## config.mk

```make
export PLATFORM = sky130hd
export DESIGN_NAME = irq_prio_ctrl
export DESIGN_NICKNAME = d
export VERILOG_FILES = /design/src/rtl/irq_prio_pkg.sv /design/src/rtl/irq_pend_reg.sv /design/src/rtl/irq_mask_bank.sv /design/src/rtl/irq_level_map.sv /design/src/rtl/irq_prio_ctrl.sv
export SDC_FILE = /design/constraint.sdc
export NUM_CORES = 1
export LEC_CHECK = 0
export BUFFER_PORTS_ARGS = -buffer_cell sky130_fd_sc_hd__buf_2
export CAP_MARGIN = 20
export CORE_MARGIN = 8
export CORE_UTILIZATION = 54
export CTS_CLUSTER_SIZE = 25
export DETAILED_ROUTE_END_ITERATION = 7
export MAX_ROUTING_LAYER = met4
export PLACE_DENSITY = 0.82
export SYNTH_ARGS = -nofsm -noshare
export SYNTH_HDL_FRONTEND = slang
export SYNTH_SLANG_ARGS = --single-unit
```

## constraint.sdc

```tcl
create_clock -name clk_i -period 1.9 [get_ports clk_i]
set_input_delay 0.19 -clock clk_i [delete_from_list [all_inputs] [get_ports clk_i]]
set_output_delay 0.19 -clock clk_i [all_outputs]
set_load 0.005 [all_outputs]
```

## src/rtl/irq_prio_pkg.sv

```systemverilog
package irq_prio_pkg;
  localparam int VEC_W   = 64;
  localparam int NUM_LVL = 5;

  localparam logic [7:0] OFS_SET  = 8'h20;
  localparam logic [7:0] OFS_CLR  = 8'h28;
  localparam logic [7:0] OFS_STAT = 8'h30;
  localparam logic [7:0] OFS_MSTS = 8'h38;

  function automatic int lvl_lo(int l);
    case (l)
      0: return 0;
      1: return 16;
      2: return 32;
      3: return 50;
      default: return 51;
    endcase
  endfunction

  function automatic int lvl_hi(int l);
    case (l)
      0: return 15;
      1: return 31;
      2: return 49;
      3: return 50;
      default: return 63;
    endcase
  endfunction

  function automatic logic [VEC_W-1:0] lvl_mask(int l);
    logic [VEC_W-1:0] m;
    m = '0;
    for (int i = 0; i < VEC_W; i++)
      if (i >= lvl_lo(l) && i <= lvl_hi(l)) m[i] = 1'b1;
    return m;
  endfunction
endpackage

```

## src/rtl/irq_pend_reg.sv

```systemverilog
module irq_pend_reg
  import irq_prio_pkg::*;
(
  input  logic             clk_i,
  input  logic             rst_ni,
  input  logic             set_en_i,
  input  logic             clr_en_i,
  input  logic [VEC_W-1:0] wdata_i,
  input  logic [VEC_W-1:0] hw_i,
  output logic [VEC_W-1:0] pend_o
);
  logic [VEC_W-1:0] pend_q, set_v, clr_v;

  assign set_v = set_en_i ? wdata_i : '0;
  assign clr_v = clr_en_i ? wdata_i : '0;

  // hardware pulse wins over clear
  always_ff @(posedge clk_i or negedge rst_ni)
    if (!rst_ni) pend_q <= '0;
    else         pend_q <= ((pend_q | set_v) & ~clr_v) | hw_i;

  assign pend_o = pend_q;


  set_or_chk: assert property (@(posedge clk_i) disable iff (!rst_ni)
    set_en_i |=> ((pend_q & $past(wdata_i)) == $past(wdata_i)));

  clr_bits_chk: assert property (@(posedge clk_i) disable iff (!rst_ni)
    clr_en_i |=> ((pend_q & $past(wdata_i & ~hw_i)) == '0));

  hw_wins_chk: assert property (@(posedge clk_i) disable iff (!rst_ni)
    (hw_i != '0) |=> ((pend_q & $past(hw_i)) == $past(hw_i)));

  pend_hold_chk: assert property (@(posedge clk_i) disable iff (!rst_ni)
    (!set_en_i && !clr_en_i && hw_i == '0) |=> $stable(pend_q));
endmodule

```

## src/rtl/irq_mask_bank.sv

```systemverilog
module irq_mask_bank
  import irq_prio_pkg::*;
#(
  parameter int NUM_CPU = 4,
  parameter int ADDR_W  = 8
) (
  input  logic                         clk_i,
  input  logic                         rst_ni,
  input  logic                         wr_en_i,
  input  logic [ADDR_W-1:0]            addr_i,
  input  logic [VEC_W-1:0]             wdata_i,
  output logic [NUM_CPU-1:0][VEC_W-1:0] mask_o
);
  logic [NUM_CPU-1:0][VEC_W-1:0] mask_q;
  logic [NUM_CPU-1:0]            hit;

  for (genvar c = 0; c < NUM_CPU; c++) begin : g_cpu
    assign hit[c] = wr_en_i && (addr_i == ADDR_W'(c * 8));

    always_ff @(posedge clk_i or negedge rst_ni)
      if (!rst_ni)     mask_q[c] <= '0;
      else if (hit[c]) mask_q[c] <= wdata_i;


    mask_keep_chk: assert property (@(posedge clk_i) disable iff (!rst_ni)
      !(wr_en_i && addr_i == ADDR_W'(c * 8)) |=> $stable(mask_q[c]));
  end

  assign mask_o = mask_q;
endmodule

```

## src/rtl/irq_level_map.sv

```systemverilog
module irq_level_map
  import irq_prio_pkg::*;
#(
  parameter int NUM_CPU = 4,
  localparam int PIN_W = NUM_CPU * NUM_LVL
) (
  input  logic                          clk_i,
  input  logic                          rst_ni,
  input  logic                          en_i,
  input  logic [VEC_W-1:0]              pend_i,
  input  logic [NUM_CPU-1:0][VEC_W-1:0] mask_i,
  output logic [PIN_W-1:0]              lvl_o
);
  logic [PIN_W-1:0] lvl_d, lvl_q;

  for (genvar c = 0; c < NUM_CPU; c++) begin : g_cpu
    for (genvar l = 0; l < NUM_LVL; l++) begin : g_lvl
      localparam logic [VEC_W-1:0] LMASK = lvl_mask(l);
      assign lvl_d[c*NUM_LVL+l] = |(pend_i & mask_i[c] & LMASK);
    end
  end

  always_ff @(posedge clk_i or negedge rst_ni)
    if (!rst_ni) lvl_q <= '0;
    else         lvl_q <= en_i ? lvl_d : '0;

  assign lvl_o = lvl_q;


  en_gate_chk: assert property (@(posedge clk_i) disable iff (!rst_ni)
    !en_i |=> (lvl_q == '0));

  no_src_chk: assert property (@(posedge clk_i) disable iff (!rst_ni)
    (pend_i == '0) |=> (lvl_q == '0));
endmodule

```

## src/rtl/irq_prio_ctrl.sv

```systemverilog
module irq_prio_ctrl
  import irq_prio_pkg::*;
#(
  parameter int NUM_CPU = 4,
  parameter int ADDR_W  = 8,
  localparam int SEL_W  = (NUM_CPU > 1) ? $clog2(NUM_CPU) : 1,
  localparam int PIN_W  = NUM_CPU * NUM_LVL
) (
  input  logic              clk_i,
  input  logic              rst_ni,
  input  logic              wr_en_i,
  input  logic [ADDR_W-1:0] addr_i,
  input  logic [VEC_W-1:0]  wdata_i,
  output logic [VEC_W-1:0]  rdata_o,
  input  logic [SEL_W-1:0]  cpu_sel_i,
  input  logic [VEC_W-1:0]  hw_irq_i,
  input  logic              irq_en_i,
  output logic [PIN_W-1:0]  lvl_irq_o
);
  logic                          set_en, clr_en;
  logic [VEC_W-1:0]              pend;
  logic [NUM_CPU-1:0][VEC_W-1:0] mask;

  assign set_en = wr_en_i && (addr_i == ADDR_W'(OFS_SET));
  assign clr_en = wr_en_i && (addr_i == ADDR_W'(OFS_CLR));

  irq_pend_reg u_pend (
    .clk_i, .rst_ni,
    .set_en_i(set_en), .clr_en_i(clr_en),
    .wdata_i, .hw_i(hw_irq_i), .pend_o(pend)
  );

  irq_mask_bank #(.NUM_CPU(NUM_CPU), .ADDR_W(ADDR_W)) u_mask (
    .clk_i, .rst_ni, .wr_en_i, .addr_i, .wdata_i, .mask_o(mask)
  );

  irq_level_map #(.NUM_CPU(NUM_CPU)) u_lvl (
    .clk_i, .rst_ni, .en_i(irq_en_i),
    .pend_i(pend), .mask_i(mask), .lvl_o(lvl_irq_o)
  );

  always_comb begin
    rdata_o = '0;
    for (int c = 0; c < NUM_CPU; c++)
      if (addr_i == ADDR_W'(c * 8)) rdata_o = mask[c];
    if (addr_i == ADDR_W'(OFS_STAT)) rdata_o = pend;
    if (addr_i == ADDR_W'(OFS_MSTS))
      for (int c = 0; c < NUM_CPU; c++)
        if (32'(cpu_sel_i) == c) rdata_o = pend & mask[c];
  end


  stat_ro_chk: assert property (@(posedge clk_i) disable iff (!rst_ni)
    (wr_en_i && addr_i == ADDR_W'(OFS_STAT) && hw_irq_i == '0) |=> $stable(pend));

  wo_read_zero_chk: assert property (@(posedge clk_i) disable iff (!rst_ni)
    (addr_i == ADDR_W'(OFS_SET) || addr_i == ADDR_W'(OFS_CLR)) |-> (rdata_o == '0));
endmodule

```

After elaboration in Yosys (flattened, before gate mapping)

Index checks and enable logic that the tools add are counted.

Mux-type cells: 13
Bitwise operators: 8
Reductions and logical operators: 24
Eq/ne operators: 10

Operators by type and width:

| cell                                          | number |
|---|---|
| 2-to-1 mux 64 bit                             | 12 |
| AND 64 bit                                    | 5 |
| OR 64 bit                                     | 2 |
| OR reduction 16 bit                           | 8 |
| OR reduction 18 bit                           | 4 |
| NOT 64 bit                                    | 1 |
| OR reduction 13 bit                           | 4 |
| == test 8 x 6 -> 1 bit, second input constant | 4 |
| 2-to-1 mux 20 bit                             | 1 |
| == test 8 x 5 -> 1 bit, second input constant | 2 |
| == test 8 x 4 -> 1 bit, second input constant | 1 |
| logical NOT 8 bit                             | 1 |
| logical AND 1 bit                             | 6 |
| == test 2 bit, second input constant          | 2 |
| == test 2 x 1 -> 1 bit, second input constant | 1 |
| logical NOT 2 bit                             | 1 |

Flip-flop bits (word level): 340
Logic and storage cells: 61
Input bits: 142

Logic depth before layout (Yosys ltp)

Gate-level depths: netlist (run 1).

Word-level depth: 11
Mapped depth: 8

Hierarchy

A second synthesis (run 1) with hierarchy kept.

Cells, all modules: 1,609
Area, all modules: 19,846.5 um2

Modules (own cells, without submodules):

| module        | sequential area each (um2) | area an instance (um2) | times used | cells an instance |
|---|---|---|---|---|
| irq_mask_bank | 6,406.1                    | 10,456.3               | 1          | 545 |
| irq_prio_ctrl | 0.0                        | 4,675.7                | 1          | 596 |
| irq_pend_reg  | 1,601.5                    | 2,832.7                | 1          | 270 |
| irq_level_map | 500.5                      | 1,881.8                | 1          | 198 |

Worst setup path before layout (run 1)

No wires, ideal clock.

Path kind: input-to-reg
Start: input port addr_i[4]
End: register u_mask.mask_q, in the netlist u_mask.mask_o[195]
Library setup time: 0.127 ns
Data arrival time: 1.893 ns
Stages on the path: 8
Buffers on the path: 4
Path slack: -0.121 ns
Cells stage by stage: buf_4 > or3b_1 > buf_2 > nor3_4 > and3_2 > buf_12 > buf_6 > mux2_1

Longest elaborated chain between the ends: 2

Ends and longest elaborated chain:

| element                         | line                | RTL |
|---|---|---|
| from (decl)                     | irq_prio_ctrl.sv:12 | `input logic [ADDR_W-1:0] addr_i,` |
| == test 8 x 5 -> 1 bit          | irq_mask_bank.sv:18 | `assign hit[c] = wr_en_i && (addr_i == ADDR_W'(c * 8));` |
| logical AND 1 bit               | irq_mask_bank.sv:18 |  |
| to (signal, indexed assignment) | irq_mask_bank.sv:22 | `else if (hit[c]) mask_q[c] <= wdata_i;` |
| to (decl)                       | irq_mask_bank.sv:14 | `logic [NUM_CPU-1:0][VEC_W-1:0] mask_q;` |

Every way passes these cells.
A chain may end at the register's enable or synchronous reset.

Worst setup path after layout (run 1)

Start: register u_mask.mask_q, in the netlist u_mask.mask_o[240]
End: output port rdata_o[48]

Longest elaborated chain between the ends: 7
Elaborated cells between the ends (all ways): 8

Ends and longest elaborated chain:

| element                         | line                | RTL |
|---|---|---|
| 2-to-1 mux 64 bit               | irq_prio_ctrl.sv:45 | `if (addr_i == ADDR_W'(c * 8)) rdata_o = mask[c];` |
| 2-to-1 mux 64 bit               | irq_prio_ctrl.sv:46 | `if (addr_i == ADDR_W'(OFS_STAT)) rdata_o = pend;` |
| 2-to-1 mux 64 bit (4 in series) | irq_prio_ctrl.sv:49 | `if (32'(cpu_sel_i) == c) rdata_o = pend & mask[c];` |
| 2-to-1 mux 64 bit (*)           | irq_prio_ctrl.sv:47 | `if (addr_i == ADDR_W'(OFS_MSTS))` |
| to (decl)                       | irq_prio_ctrl.sv:14 | `output logic [VEC_W-1:0] rdata_o,` |

Every way passes the cells marked *; elsewhere a longest branch is shown, timed or not.

==> results of run 1 <==
Yosys cell counts, types with 17 or more instances:
master and instances:
inv_1 67, nand2_1 86, a221oi_1 47, buf_1 21, a211oi_1 71, a22oi_1 47
mux4_2 75, a21oi_1 58, o2bb2ai_1 17, nor2b_1 20, mux2i_1 37, clkbuf_1 59
and3_1 23, a31oi_1 82, buf_2 31, mux2_1 26, o211ai_1 51, a22o_1 44
mux2_2 232, dfrtp_1 340, nor2_1 32, nand3_1 18
worst paths after layout:
kind	from	endpoint	slack, ns	cells past startpoint
max in group asynchronous	rst_ni	u_mask.mask_o[211]$_DFFE_PN0P_	0.98	3
worst min-delay path	rst_ni	u_mask.mask_o[67]$_DFFE_PN0P_	0.16	2
min in group clk_i	wr_en_i	u_mask.mask_o[143]$_DFFE_PN0P_	0.36	4
worst max-delay path	u_mask.mask_o[240]$_DFFE_PN0P_	rdata_o[48]	-0.44	4
worst min register to register	u_mask.mask_o[91]$_DFFE_PN0P_	u_mask.mask_o[91]$_DFFE_PN0P_	0.54	1
worst max register to register	u_pend.pend_o[9]$_DFF_PN0_	u_lvl.lvl_o[5]$_DFF_PN0_	0.19	4
where the power goes:
| part | leakage [µW] | total [µW] | switching (µW) | internal [µW] |
|---|---|---|---|---|
| logic | 0.00754 | 2920 | 1420 | 1500 |
| clock network | 0.000611 | 7510 | 3080 | 4430 |
| registers | 0.00434 | 7880 | 304 | 7580 |
critical path: cells and delay by family, from the launching register on:
kind	cells	cell delay, ns
AO/OA/AOI/OAI	1	0.23
buffers and inverters	1	0.14
flip-flops	1	0.50
multiplexers	1	0.64
AND/OR/NAND/NOR	1	0.10
metal layers:
metal / GRT usage / vias up / share of wire
met4: 0.207 / 0 / 0.066
met2: 0.536 / 1688 / 0.46
met1: 0.441 / 9144 / 0.35
met3: 0.0847 / 489 / 0.13
li1: - / 7510 / -
met5: - / - / 0
cell type report:
class                      instances  area (µm²)  area share
multi-input combinational       1073       10100       0.386
timing repair buffer             683        5510       0.210
clock inverter                    15         168     0.00639
tap                              455         569      0.0217
antenna                            4        10.0    0.000382
sequential                       340        8520       0.325
clock buffer                      50        1090      0.0414
inverter                          68         255     0.00973
timing repair:
item	CTS	global route
gates resized for setup	79	46
endpoints found under the hold margin	468	0
endpoints found under the setup margin	64	66
buffers inserted	137	63
hold buffers	130	0
gates cloned	1	0
pin swaps	58	48
cell families after synthesis:
group           Yosys count  share of synthesized area
compound gates          486                      0.190
buf+inv                 187                     0.0434
flops                   340                      0.448
mux                     370                      0.261
simple gates            217                     0.0576
sequential cells by signal, summed over array words and instances (netlist names):
signal	flops
u_pend.pend_o	64
u_mask.mask_o	256
u_lvl.lvl_o	20
stage by stage:
stage | setup TNS (ns) | util | power [µW] | std cells
CTS | -7.94 | 0.738 | 18100 | 2623
detailed placement | -86.39 | 0.627 | 10200 | 2294
global route | -11.68 | 0.758 | 18800 | 2688
finish | -8.78 | 0.758 | 18300 | 2688
floorplan | -4.81 | - | 9090 | 1600
global placement | -81.05 | 0.627 | 10100 | 2294
==> flow_summary.ini, run 1 <==
[outcome]
status = finished, violations left
violations = setup timing

[floorplan]
dieHeight_um = 204
core_mm2 = 0.0346
num_rows = 68
dieArea_mm2 = 0.0414
die_w_um = 204
start_util = 0.548
pin_count = 226

[worst_setup_path]
crit_slowest_cell = mux4_2
cp_max_fo = 3
crit_chain = mux4_2 -> o211ai_1 -> nand2_1 -> buf_2
max_stage_delay_ns = 0.64
crit_required_ns = 1.71
critPathArrivalTime_ns = 2.15
critPathKind = register to output pin
end_kind = output pin
start_kind = register

[power]
power.density_mw_per_mm2 = 698
ir_drop_mv = 0.629
p_leak_uw = 0.0125

[place]
pre_cts_ws_ns = -0.435
dpl.hpwl_mm = 46.5
placed_area_mm2 = 0.0217
gp_congestion = 0.957
port_buffers = 225

[detailed_routing]
post-route-drc-count = 0
firstDrtPassIters = 6
wire_per_inst_um = 28.3
drtIter0Drc = 3087
ant_nets = 0
wl_mm = 76.1
via_count = 18800
vias_per_cell = 7.01

[cells_and_area]
layout_commonest_cell = dfrtp_1
fillers = 2082
final_nets = 2345
layout_common_cells = dfrtp_1, buf_4, mux2_2
drive_above_1_share = 0.453
stdcell_area_mm2 = 0.0262
syn2layout_area_growth_pct = 38.1

[timing]
max_slew_margin = 0.647
finalWorstSetupSlack_ns = -0.441
fin_crit_ns = 2.34
rsz0062_at_grt = true
hold_viol = 0
setup_viol = 64
fin_crit_sh = 1.23
tightestPinTransition_ns = 0.529
whs_ns = 0.156
report.final.slew_viol_count = 0
fmax_mhz = 427
skew_ns = 0.0109

[yosys]
ys_ff_latch = 340
synth_nets = 1742
synthesis.area_mm2 = 0.0190
yosys_warnings = 0
synthCells = 1600
synth_cell_type_count = 60
ys_seq_area_frac = 0.448
synth_largest_area_cell = dfrtp_1
synthFlopType = dfrtp_1
synth_edf_count = 0
async_reset_ff_frac = 1.00
synthDominantCellAreaShare = 0.448
synth.avg_cell_area_um2 = 11.9
synthTopCellsByArea = dfrtp_1, mux2_2, mux4_2

[clock_tree]
cts.path.max_buffers = 3
htree_levels = 2
clk_pin_slew_ns = 0.06
cts_root_buf = clkbuf_16
numCtsBuffers = 37
clock_latency_ns = 0.55
cts_sinks = 340
cts_tree = built

[grt]
grt_pass1_wl_mm = 113
grt_pass1_vias = 19200
antenna_found_initial = 4
grt_start_max_net_pins = 72
overflow = 0
grtUsageTotal = 0.358

[min_path]
hp-class = input port to asynchronous set/reset pin

[run]
max_cap_viol_count = 0
Power figures use the tool's default switching activity.
==> inputs of run 2 (changes only) <==
Settings changed: ABC_AREA from default to 1, CORE_UTILIZATION 54 to 53, PLACE_DENSITY 0.82 to 0.81.
==> run 2 against run 1 <==
Effect of this change:
- register-to-register slack got worse by 0.17 ns
- the run still ends with setup timing left
- sequential share of layout area up 3.5 points
- final cell count increased by 23%
- via count up 6.8%
==> flow_summary.ini, run 2 <==
[timing]
hold_viol = 0
finalWorstSetupSlack_ns = -0.109
fin_crit_ns = 2.01
max_slew_margin = 0.628
whs_ns = 0.00541
tightestPinTransition_ns = 0.557
setup_tns_ns = -1.07
setup_viol = 24
report.final.slew_viol_count = 0
skew_ns = 0.0189
fin_crit_sh = 1.06
rsz0062_at_grt = true
fmax_mhz = 498

[yosys]
synth_cell_type_count = 31
synth-simple-area-share = 0.260
synthCells = 2434
yosys_warnings = 0
ys_seq_area_frac = 0.472
synth_edf_count = 0
async_reset_ff_frac = 1.00
synthTopCellsByCount = nand2_1, dfrtp_1, o21ai_0
synth_largest_area_cell = dfrtp_1
synth_top_family_by_area = simple AND/OR/NAND/NOR gates
ys_ff_latch = 340
synthFlopType = dfrtp_1
synthXorXnorAreaFrac = 0
synthesis.area_mm2 = 0.0180
yosysMostFrequentCell = nand2_1
synth.avg_cell_area_um2 = 7.40
synth-compound-area-share = 0.198
synth.area.mux_share = 0
synthDominantCellAreaShare = 0.472
synthAdderAreaFrac = 0
synthTopCellsByArea = dfrtp_1, nand2_1, o21ai_0
synth_nets = 2576

[grt]
grt_pass1_vias = 19700
overflow = 0
antenna_found_initial = 2
grtUsageTotal = 0.333
grt_start_max_net_pins = 80
grt_pass1_wl_mm = 107

[floorplan]
num_rows = 67
start_util = 0.537
dieArea_mm2 = 0.0401
die_w_um = 200
dieHeight_um = 200
pin_count = 226
core_mm2 = 0.0335

[worst_setup_path]
critPathArrivalTime_ns = 1.82
r2r-start = u_pend.pend_o[55]$_DFF_PN0_
timing.rr.end = u_lvl.lvl_o[9]$_DFF_PN0_
critPathKind = register to output pin
crit_path_end = rdata_o[19]
cp_max_fo = 4
r2r_cells = 12
startpoint = u_pend.pend_o[19]$_DFF_PN0_
start_kind = register
r2r_setup_slack_ns = 0.02
crit_required_ns = 1.71
end_kind = output pin

[clock_tree]
cts.path.max_buffers = 3
htree_levels = 2
cts_tree = built
numCtsBuffers = 38
cts_sinks = 340
clk_pin_slew_ns = 0.06
cts_root_buf = clkbuf_16
clock_latency_ns = 0.55

[power]
p_seq_frac = 0.447
power_frac_clock = 0.429
power.density_mw_per_mm2 = 737
power_uw = 17600
p_sw_frac = 0.264
switching_power_uw = 4630
p_comb_frac = 0.124
p_leak_uw = 0.0111
p_int_uw = 12900
ir_drop_mv = 0.633

[place]
gp_congestion = 0.964
port_buffers = 225
dpl.hpwl_mm = 43.5
pre_cts_ws_ns = -0.0560
dp.cells = 3049

[detailed_routing]
wl_mm = 69.2
wire_per_inst_um = 20.9
drtIter0Drc = 2285
via_count = 20100
firstDrtPassIters = 8
post-route-drc-count = 0
vias_per_cell = 6.06
ant_nets = 0

[cells_and_area]
drive_above_1_share = 0.247
final_cells = 3316
fillers = 2606
layout_common_cells = nand2_1, dfrtp_1, o21ai_0
largest_reg_flops = 256
final_nets = 2980
syn2layout_area_growth_pct = 32.3
layout_commonest_cell = nand2_1

[run]
max_cap_viol_count = 0

[outcome]
violations = setup timing
status = finished, violations left

[min_path]
hp-class = input port to register
[run 2: cell types whose count changed in the layout (fill, tap and decap cells not counted), moves of 75 or more]
cell,change
inv_1,+85
nand2_1,+682
nor2_1,+75
o21ai_0,+257
mux4_2,-75
nand4_1,+108
o21ai_1,+123
o22ai_1,+90
a31oi_1,-77
buf_4,-125
nand2_2,+100
mux2_2,-227
[run 2: layout make-up]
type                    count  area (µm²)  area share
well taps                 448         561      0.0235
clock inverters            10         100     0.00420
flip-flops and latches    340        8580       0.360
clock buffers              58        1160      0.0487
multi-input cells        1784        8840       0.371
inverters                 168         639      0.0268
repair buffers            506        3950       0.166
diodes                      2        5.00    0.000210
[run 2: worst min-delay path by stage]
| stage | endpoint | cells after the start | startpoint |
|---|---|---|---|
| final | u_mask.mask_o[172]$_DFFE_PN0P_ | 3 | wdata_i[44] |
| after global routing | u_mask.mask_o[108]$_DFFE_PN0P_ | 3 | wdata_i[44] |
| after CTS | u_mask.mask_o[172]$_DFFE_PN0P_ | 3 | wdata_i[44] |
| after detailed placement | u_pend.pend_o[6]$_DFF_PN0_ | 1 | rst_ni |
| after global placement | u_pend.pend_o[6]$_DFF_PN0_ | 1 | rst_ni |
| after floorplan | u_lvl.lvl_o[0]$_DFF_PN0_ | 0 | rst_ni |
[run 2: cells by family (layout without fill, tap and decap cells)]
group | Yosys count | in the layout
compound gates | 637 | 637
buf+inv | 311 | 742
flops | 340 | 340
other cells | 0 | 2
simple gates | 1146 | 1147
[run 2: power groups by stage]
stage	Sequential, µW	Clock (µW)	Combinational (µW)
floorplan	7890	0	917
global placement	7930	0	1750
detailed placement	7940	0	1780
CTS	7820	7530	1990
global route	7880	7840	2380
finish	7850	7540	2180
[run 2: layer usage]
layer  wire length (µm)  vias up  track usage
met4               3190        0        0.143
met2              32000     1384        0.519
met5                  0        -            -
met1              26300     9418        0.414
met3               7690      288       0.0760
li1                   -     9017            -
[run 2: repair_timing]
action | CTS | global route
gates resized for setup | 98 | 179
setup buffers | 61 | 45
endpoints found under the hold margin | 451 | 0
pin swaps | 36 | 91
setup endpoints to repair | 44 | 67
hold buffers | 90 | 0
gates cloned | 0 | 3
[run 2: per-stage QoR]
step                cell area, µm²   util
global placement             20200  0.602
CTS                          23000  0.685
finish                       23800  0.711
detailed placement           20200  0.602
floorplan                    18000      -
global route                 23800  0.711
[run 2: critical path, stage by stage, from the launching register on]
cell and delay [ns]:
dfrtp_2 0.44, nand2_2 0.07, o21ai_0 0.09, nand3_1 0.13, o21ai_0 0.08, nand2_1 0.07
nand4_1 0.19, buf_2 0.20
